<file path="config.mk">
export PLATFORM = sky130hd
export DESIGN_NAME = wpost_buf
export DESIGN_NICKNAME = d
export VERILOG_FILES = /design/src/rtl/wpb_pkg.sv /design/src/rtl/wpb_fifo.sv /design/src/rtl/wpb_idle.sv /design/src/rtl/wpost_buf.sv
export SDC_FILE = /design/constraint.sdc
export NUM_CORES = 1
export LEC_CHECK = 0
export ABC_AREA = 1
export BUFFER_PORTS_ARGS = -buffer_cell sky130_fd_sc_hd__buf_2
export CORE_MARGIN = 4
export CORE_UTILIZATION = 40
export DETAILED_ROUTE_END_ITERATION = 8
export PLACE_DENSITY = 0.56
export SLEW_MARGIN = 30
export SYNTH_ARGS = -nofsm -noshare
export SYNTH_HDL_FRONTEND = slang
export SYNTH_SLANG_ARGS = --single-unit
</file>
<file path="constraint.sdc">
create_clock -name clk -period 5.57 [get_ports clk]
set_clock_uncertainty 0.05 [all_clocks]
set_input_delay 0.557 -clock clk [delete_from_list [all_inputs] [get_ports clk]]
set_output_delay 0.557 -clock clk [all_outputs]
set_load 0.05 [all_outputs]
</file>
<file path="src/rtl/wpb_pkg.sv">
package wpb_pkg;

    // Host read sequencing
    typedef enum logic [1:0] {
        RD_IDLE = 2'd0,
        RD_BUSY = 2'd1,
        RD_DONE = 2'd2
    } rd_st_e;

endpackage

</file>
<file path="src/rtl/wpb_fifo.sv">
module wpb_fifo #(
    parameter int WIDTH = 60,
    parameter int DEPTH = 8,
    localparam int PTR_W = $clog2(DEPTH),
    localparam int CNT_W = PTR_W + 1
) (
    input  logic             clk,
    input  logic             rst_n,
    input  logic             push,
    input  logic [WIDTH-1:0] wr_ent,
    input  logic             pop,
    output logic [WIDTH-1:0] head,
    output logic [CNT_W-1:0] count
);

    typedef struct packed {
        logic [PTR_W-1:0] wp;
        logic [PTR_W-1:0] rp;
        logic [CNT_W-1:0] cnt;
    } fifo_st_t;

    fifo_st_t st_d, st_q;
    logic [WIDTH-1:0] slots [DEPTH];

    always_comb begin
        st_d = st_q;
        if (push) begin
            st_d.wp = st_q.wp + PTR_W'(1);
        end
        if (pop) begin
            st_d.rp = st_q.rp + PTR_W'(1);
        end
        st_d.cnt = st_q.cnt + CNT_W'(push) - CNT_W'(pop);
    end

    always_ff @(posedge clk) begin
        if (!rst_n) begin
            st_q <= '0;
        end else begin
            st_q <= st_d;
        end
    end

    always_ff @(posedge clk) begin
        if (push) begin
            slots[st_q.wp] <= wr_ent;
        end
    end

    assign head  = slots[st_q.rp];
    assign count = st_q.cnt;

endmodule

</file>
<file path="src/rtl/wpb_idle.sv">
module wpb_idle #(
    parameter int LIMIT = 32,
    localparam int CW = $clog2(LIMIT + 1)
) (
    input  logic clk,
    input  logic rst_n,
    input  logic active,
    input  logic pending,
    output logic hit
);

    logic [CW-1:0] cnt_d, cnt_q;

    always_comb begin
        if (active) begin
            cnt_d = '0;
        end else if (cnt_q == CW'(LIMIT)) begin
            cnt_d = cnt_q;
        end else begin
            cnt_d = cnt_q + CW'(1);
        end
    end

    always_ff @(posedge clk) begin
        if (!rst_n) begin
            cnt_q <= '0;
        end else begin
            cnt_q <= cnt_d;
        end
    end

    // Last quiet cycle of the window, counted only once per period
    assign hit = !active && pending && (cnt_q == CW'(LIMIT - 1));

endmodule

</file>
<file path="src/rtl/wpost_buf.sv">
module wpost_buf
    import wpb_pkg::*;
#(
    parameter int ADDR_W    = 24,
    parameter int DATA_W    = 32,
    parameter int BUF_BYTES = 32,
    parameter int IDLE_CYC  = 32,
    localparam int BE_W  = DATA_W / 8,
    localparam int DEPTH = BUF_BYTES / BE_W,
    localparam int CNT_W = $clog2(DEPTH) + 1,
    localparam int ENT_W = ADDR_W + DATA_W + BE_W
) (
    input  logic              clk,
    input  logic              rst_n,
    input  logic              host_req,
    input  logic              host_we,
    input  logic [ADDR_W-1:0] host_addr,
    input  logic [DATA_W-1:0] host_wdata,
    input  logic [BE_W-1:0]   host_be,
    input  logic              render_go,
    output logic              host_wait,
    output logic [DATA_W-1:0] host_rdata,
    output logic              mem_req,
    output logic              mem_we,
    output logic [ADDR_W-1:0] mem_addr,
    output logic [DATA_W-1:0] mem_wdata,
    output logic [BE_W-1:0]   mem_be,
    input  logic              mem_ack,
    input  logic [DATA_W-1:0] mem_rdata
);

    typedef struct packed {
        logic              drain;
        rd_st_e            rd;
        logic [DATA_W-1:0] rdata;
    } ctl_t;

    ctl_t ctl_d, ctl_q;

    logic [CNT_W-1:0]  fifo_cnt;
    logic [CNT_W-1:0]  cnt_nxt;
    logic [ENT_W-1:0]  head_ent;
    logic [ENT_W-1:0]  new_ent;
    logic [ADDR_W-1:0] head_addr;
    logic [DATA_W-1:0] head_data;
    logic [BE_W-1:0]   head_be;
    logic full, pending, push, pop, rd_issue, idle_hit, trig;

    assign new_ent = {host_addr, host_wdata, host_be};
    assign {head_addr, head_data, head_be} = head_ent;

    assign full     = (fifo_cnt == CNT_W'(DEPTH));
    assign pending  = (fifo_cnt != '0);
    assign rd_issue = (ctl_q.rd == RD_BUSY);
    assign push     = host_req && host_we && !full;
    assign mem_req  = rd_issue || (ctl_q.drain && pending);
    assign pop      = mem_req && mem_ack && !rd_issue;
    assign cnt_nxt  = fifo_cnt + CNT_W'(push) - CNT_W'(pop);

    wpb_fifo #(
        .WIDTH(ENT_W),
        .DEPTH(DEPTH)
    ) u_fifo (
        .clk   (clk),
        .rst_n (rst_n),
        .push  (push),
        .wr_ent(new_ent),
        .pop   (pop),
        .head  (head_ent),
        .count (fifo_cnt)
    );

    wpb_idle #(
        .LIMIT(IDLE_CYC)
    ) u_idle (
        .clk    (clk),
        .rst_n  (rst_n),
        .active (host_req),
        .pending(pending),
        .hit    (idle_hit)
    );

    // Any of the four flush causes
    assign trig = render_go
               || idle_hit
               || (host_req && !host_we && pending)
               || (cnt_nxt == CNT_W'(DEPTH));

    always_comb begin
        ctl_d = ctl_q;
        ctl_d.drain = (ctl_q.drain || trig) && (cnt_nxt != '0);
        unique case (ctl_q.rd)
            RD_IDLE: begin
                if (host_req && !host_we && !pending) begin
                    ctl_d.rd = RD_BUSY;
                end
            end
            RD_BUSY: begin
                if (mem_ack) begin
                    ctl_d.rd    = RD_DONE;
                    ctl_d.rdata = mem_rdata;
                end
            end
            RD_DONE: begin
                ctl_d.rd = RD_IDLE;
            end
            default: begin
                ctl_d.rd = RD_IDLE;
            end
        endcase
    end

    always_ff @(posedge clk) begin
        if (!rst_n) begin
            ctl_q <= '{drain: 1'b0, rd: RD_IDLE, rdata: '0};
        end else begin
            ctl_q <= ctl_d;
        end
    end

    always_comb begin
        if (!host_req) begin
            host_wait = 1'b0;
        end else if (host_we) begin
            host_wait = full;
        end else begin
            host_wait = (ctl_q.rd != RD_DONE);
        end
    end

    assign host_rdata = ctl_q.rdata;
    assign mem_we     = !rd_issue;
    assign mem_addr   = rd_issue ? host_addr : head_addr;
    assign mem_wdata  = head_data;
    assign mem_be     = rd_issue ? {BE_W{1'b1}} : head_be;

endmodule

</file>
==> key figures, run 1 <==
Outcome
  – Outcome: complete, no violations

Logic synthesis
  – Synth Area per Inst: 11.4 sq um
  – Distinct cells, synth: 24
  – Seq cells post-synth: 534
  – Post-synthesis sequential area ratio: 0.714
  – Post-Syn Area: 21700 sq um
  – Ys Warns: 0
  – Mapped Nets: 2011
  – Yosys top cell by area: edfxtp_1
  – Post-Syn Instances: 1903
  – Synth top area share: 0.664
  – Top cells by area, synth: edfxtp_1 66%, nand2_1 8.5%, dfxtp_1 5.0%, nand3_1 3.8%, nor2_1 3.3%

Finish
  – Area delta synth->final: 13.8%
  – Most common cell after layout, fill and taps aside: nand2_1
  – Final nets: 2143
  – Most frequent cells in the layout: 492 x nand2_1, 480 x edfxtp_1, 192 x buf_2
  – Design area: 24700 sq um
  – Fin cells: 2780
  – Fillers: 4916
  – Multi-input logic area: 5120 sq um
  – FF+latch area: 15500 sq um
  – Share of layout cells above drive strength 1: 0.150

Power and ir drop
  – Power density cells: 414 nW/um^2
  – Lkg Pwr: 9.29 nW
  – Worst-case vdd ir drop: 0.258 mV

GRT
  – Initial antenna violation count: 5
  – Gr usage total: 0.180
  – Largest net degree at the start of global routing: 126
  – Vias in the first global route: 13800
  – First-pass GRT wire length: 81600 um
  – GRT overflow: 0

Clock network
  – Clock Tree Buf Depth: 3
  – Root Driver: clkbuf_16
  – Clk_lat worst skew: 0.59 ns
  – Reg clk slew, reported paths: 0.06 ns
  – CTS Buf Count: 55
  – Htree depth: 2
  – CTS tree: done
  – Setup bufs post-CTS: 0
  – # hold bufs at CTS: 0
  – CTS resizes: 0
  – Sink Count: 534

Floorplanning
  – Die ar.: 58000 sq um
  – IO Count: 193
  – Core area: 53800 sq um
  – Die Y: 241 um
  – Die Width: 241 um
  – # rows: 85
  – Initial Util: 0.403

Worst setup path
  – Crit Path Max Fanout: 118
  – CP max-delay cell: inv_6
  – CP peak stage delay: 0.71 ns
  – WP buf/inv: 3
  – Critical Path RT: 4.96 ns
  – Startpoint Class: flip-flop
  – Crit path cell chain: inv_6 -> buf_4 -> o21ai_0 -> o22ai_1 -> nand2_1 -> nand2_1 -> buf_2
  – CP arrival: 3.36 ns
  – Crit path max-delay family: buffers and inverters
  – Worst Path Class, Setup: reg -> out
  – Cell mode on critical path: nand2_1
  – Crit end category: output port

STA
  – RSZ-0062 raised after global routing: false
  – WHS: 0.181 ns
  – Normalized max-slew margin: 0.348
  – Final setup fails: 0
  – Fin crit share: 0.713
  – Final Hold Fails: 0
  – Max frequency: 252 MHz
  – Worst-Margin Slew: 0.978 ns
  – Minimum clock period: 3.97 ns
  – Setup_tns: 0 ns
  – Final worst slack: 1.60 ns
  – Max-slew violation count: 0

Worst hold path
  – Worst hold path class: in -> reg

Drt
  – Vias per cell: 5.11
  – Final ANT Viol Nets: 0
  – DRT Wirelength: 53400 um
  – Initial DRC count: 984
  – TritonRoute pass-1 iters: 5
  – Via Count: 14200
  – Routed len/inst: 19.2 um
  – # DRC: 0

Place
  – Final Wtd Congestion: 0.763
  – HPWL after detailed placement: 29100 um
  – Placed Cells: 2674
  – Port bufs: 192
  – Post-DP Area: 23100 sq um
  – Pre-CTS setup slack: 2.21 ns

Flow run
  – Max Cap Violations: 0
[cell families after synthesis]
logic type,share of synthesized area
simple gates,0.157
flops,0.714
compound gates,0.0691
buf+inv,0.0529
fa+ha+maj,0.00611
xor+xnor,0.00121
[cell type report]
type                            count  area share
Timing Repair Buffer              218      0.0492
Multi-Input combinational cell   1134       0.207
Tap cell                          696      0.0353
Clock inverter                     29     0.00618
Inverter                           92      0.0144
Clock buffer                       74      0.0595
Sequential cell                   534       0.628
Antenna cell                        3    0.000304
[state kept, by name, indices dropped and copies added (netlist names), named ones only]
signal / flops
u_fifo.slots: 480
host_rdata: 32
u_fifo.st_q: 6
u_idle.cnt_q: 6
u_fifo.count: 4
ctl_q: 3
[where the power goes]
| group | switching (mW) | internal (mW) |
|---|---|---|
| registers | 0.0880 | 4.48 |
| logic | 1.74 | 0.557 |
| clock network | 1.50 | 1.85 |
[worst paths after layout]
kind                                       from                   to  slack, ns  cells after the start
worst max-delay path                  flip-flop        mem_wdata[26]       1.60                      7
worst min-delay path              host_wdata[7]  u_fifo.slots[4][11]       0.18                      1
worst max register to register  u_fifo.count[2]  u_fifo.slots[6][41]       2.46                      6
worst min register to register    host_rdata[8]        host_rdata[8]       0.41                      2
[routing by layer]
metal,part of all wire,GRT usage
met1,0.44,0.247
met2,0.48,0.297
met3,0.050,0.0359
met4,0.023,0.0485
met5,0.00034,0
[cell usage after synthesis]
cell type and instances:
a21oi_1 44, buf_1 7, buf_2 47, buf_4 43, buf_6 6, clkbuf_1 39, clkbuf_2 1, clkinv_1 1
dfxtp_1 54, edfxtp_1 480, fa_1 1, ha_1 9, inv_1 89, inv_2 2, nand2_1 493, nand3_1 164
nor2_1 192, nor3_1 2, o211ai_2 9, o21ai_0 125, o21ai_1 28, o22ai_1 64, xnor2_1 1, xor2_1 2
[per-stage QoR]
| stage | power [mW] | util |
|---|---|---|
| detailed placement | 6.98 | 0.429 |
| global placement | 6.96 | 0.427 |
| floorplan | 6.37 | - |
| global route | 10.7 | 0.459 |
| CTS | 10.3 | 0.459 |
| finish | 10.2 | 0.459 |
Power figures use the tool's default switching activity.
==> run 2, diff against run 1 <==
==> constraint.sdc (replaced) <==
create_clock -name clk -period 4.1 [get_ports clk]
set_clock_uncertainty 0.05 [all_clocks]
set_input_delay 0.41 -clock clk [delete_from_list [all_inputs] [get_ports clk]]
set_output_delay 0.41 -clock clk [all_outputs]
set_load 0.05 [all_outputs]
==> key figures, run 2 (synthesis results as in run 1) <==
Outcome
  – Outcome: complete, no violations

Floorplanning
  – Die ar.: 58000 sq um
  – Core area: 53800 sq um
  – Die Y: 241 um
  – Die Width: 241 um
  – # rows: 85
  – IO Count: 193
  – Initial Util: 0.403

Worst setup path
  – Critical Path RT: 3.64 ns
  – Startpoint Class: flip-flop
  – Crit Path Max Fanout: 62
  – Worst Path Class, Setup: reg -> out
  – CP arrival: 2.71 ns
  – Crit end category: output port

Finish
  – Number of flip-flops under the largest register name: 480
  – Most flops, register: u_fifo.slots
  – Fin cells: 2801
  – Most common cell after layout, fill and taps aside: nand2_1
  – Final nets: 2166
  – Area delta synth->final: 15.6%
  – Fillers: 4852
  – Most frequent cells in the layout: 492 x nand2_1, 480 x edfxtp_1, 192 x buf_2
  – Design area: 25100 sq um
  – Share of layout cells above drive strength 1: 0.151

Drt
  – Final ANT Viol Nets: 0
  – Initial DRC count: 988
  – Routed len/inst: 19.1 um
  – Vias per cell: 5.13
  – # DRC: 0
  – DRT Wirelength: 53600 um
  – TritonRoute pass-1 iters: 5
  – Via Count: 14400

Clock network
  – Clock Tree Buf Depth: 3
  – CTS tree: done
  – CTS Buf Count: 56
  – Reg clk slew, reported paths: 0.06 ns
  – Setup bufs post-CTS: 0
  – Sink Count: 534
  – Htree depth: 2
  – Root Driver: clkbuf_16
  – Clk_lat worst skew: 0.60 ns

Place
  – Post-DP Area: 23100 sq um
  – Final Wtd Congestion: 0.767
  – Pre-CTS setup slack: 1.46 ns
  – Placed Cells: 2671
  – Port bufs: 192
  – HPWL after detailed placement: 27400 um

GRT
  – Vias in the first global route: 14100
  – Initial antenna violation count: 4
  – GRT overflow: 0
  – Gr usage total: 0.181
  – Largest net degree at the start of global routing: 182
  – First-pass GRT wire length: 81400 um

STA
  – Fin crit share: 0.773
  – RSZ-0062 raised after global routing: false
  – Minimum clock period: 3.17 ns
  – Final worst slack: 0.932 ns
  – Max frequency: 316 MHz
  – Max-slew violation count: 0
  – Final Hold Fails: 0
  – WHS: 0.0362 ns
  – Setup_tns: 0 ns
  – Worst-Margin Slew: 0.865 ns
  – Normalized max-slew margin: 0.423
  – Final setup fails: 0

Flow run
  – Max Cap Violations: 0

Worst hold path
  – Worst hold path class: in -> reg

Power and ir drop
  – Lkg Pwr: 9.45 nW
  – Power density cells: 560 nW/um^2
  – Worst-case vdd ir drop: 0.500 mV
==> run 2: cell type report <==
type | count | area, sq um | share of cell area
clock buffer | 72 | 1530 | 0.0611
multi-input combinational | 1134 | 5120 | 0.204
tap | 696 | 871 | 0.0347
antenna | 1 | 2.50 | 0.0000997
sequential | 534 | 15500 | 0.618
timing repair buffer | 240 | 1550 | 0.0618
inverter | 92 | 353 | 0.0141
clock inverter | 32 | 158 | 0.00628
==> run 2: worst max-delay path: stages, from the launching register on <==
cell,delay [ns]
dfxtp_4,0.36
inv_4,0.58
buf_12,0.37
o21ai_0,0.15
o22ai_1,0.13
nand2_1,0.06
nand2_1,0.14
buf_2,0.28
==> run 2: routing by layer <==
| metal | part of all wire | vias to the layer above | track usage |
|---|---|---|---|
| met3 | 0.055 | 101 | 0.0347 |
| met4 | 0.027 | 6 | 0.0530 |
| met1 | 0.44 | 7039 | 0.248 |
| met5 | 0.00088 | - | 0 |
| met2 | 0.48 | 363 | 0.298 |
| li1 | - | 6860 | - |
==> run 2: repair_timing <==
| action | CTS | global route |
|---|---|---|
| setup endpoints to repair | 0 | 0 |
| hold buffers | 25 | 0 |
| resized for setup | 0 | 0 |
| hold endpoints to repair | 80 | 0 |
==> run 2: metrics by stage <==
step	util	power, mW
after floorplan	-	8.65
after global placement	0.430	9.45
after detailed placement	0.430	9.49
after CTS	0.466	14.2
after global routing	0.466	14.7
final	0.466	14.1
==> run 2: where the power goes <==
| part | switching, mW | internal (mW) | leakage (nW) |
|---|---|---|---|
| registers | 0.0531 | 6.09 | 4.77 |
| clock network | 2.06 | 2.63 | 0.835 |
| logic | 2.43 | 0.793 | 3.85 |
==> run 2: final timing paths <==
kind | start | endpoint | slack [ns] | depth (start not counted)
setup / recovery | flip-flop | mem_wdata[3] | 0.93 | 7
hold / removal | mem_rdata[10] | host_rdata[10] | 0.04 | 3
hold reg to reg | host_rdata[28] | host_rdata[28] | 0.41 | 2
setup reg to reg | u_fifo.count[2] | ctl_q[34] | 1.42 | 19
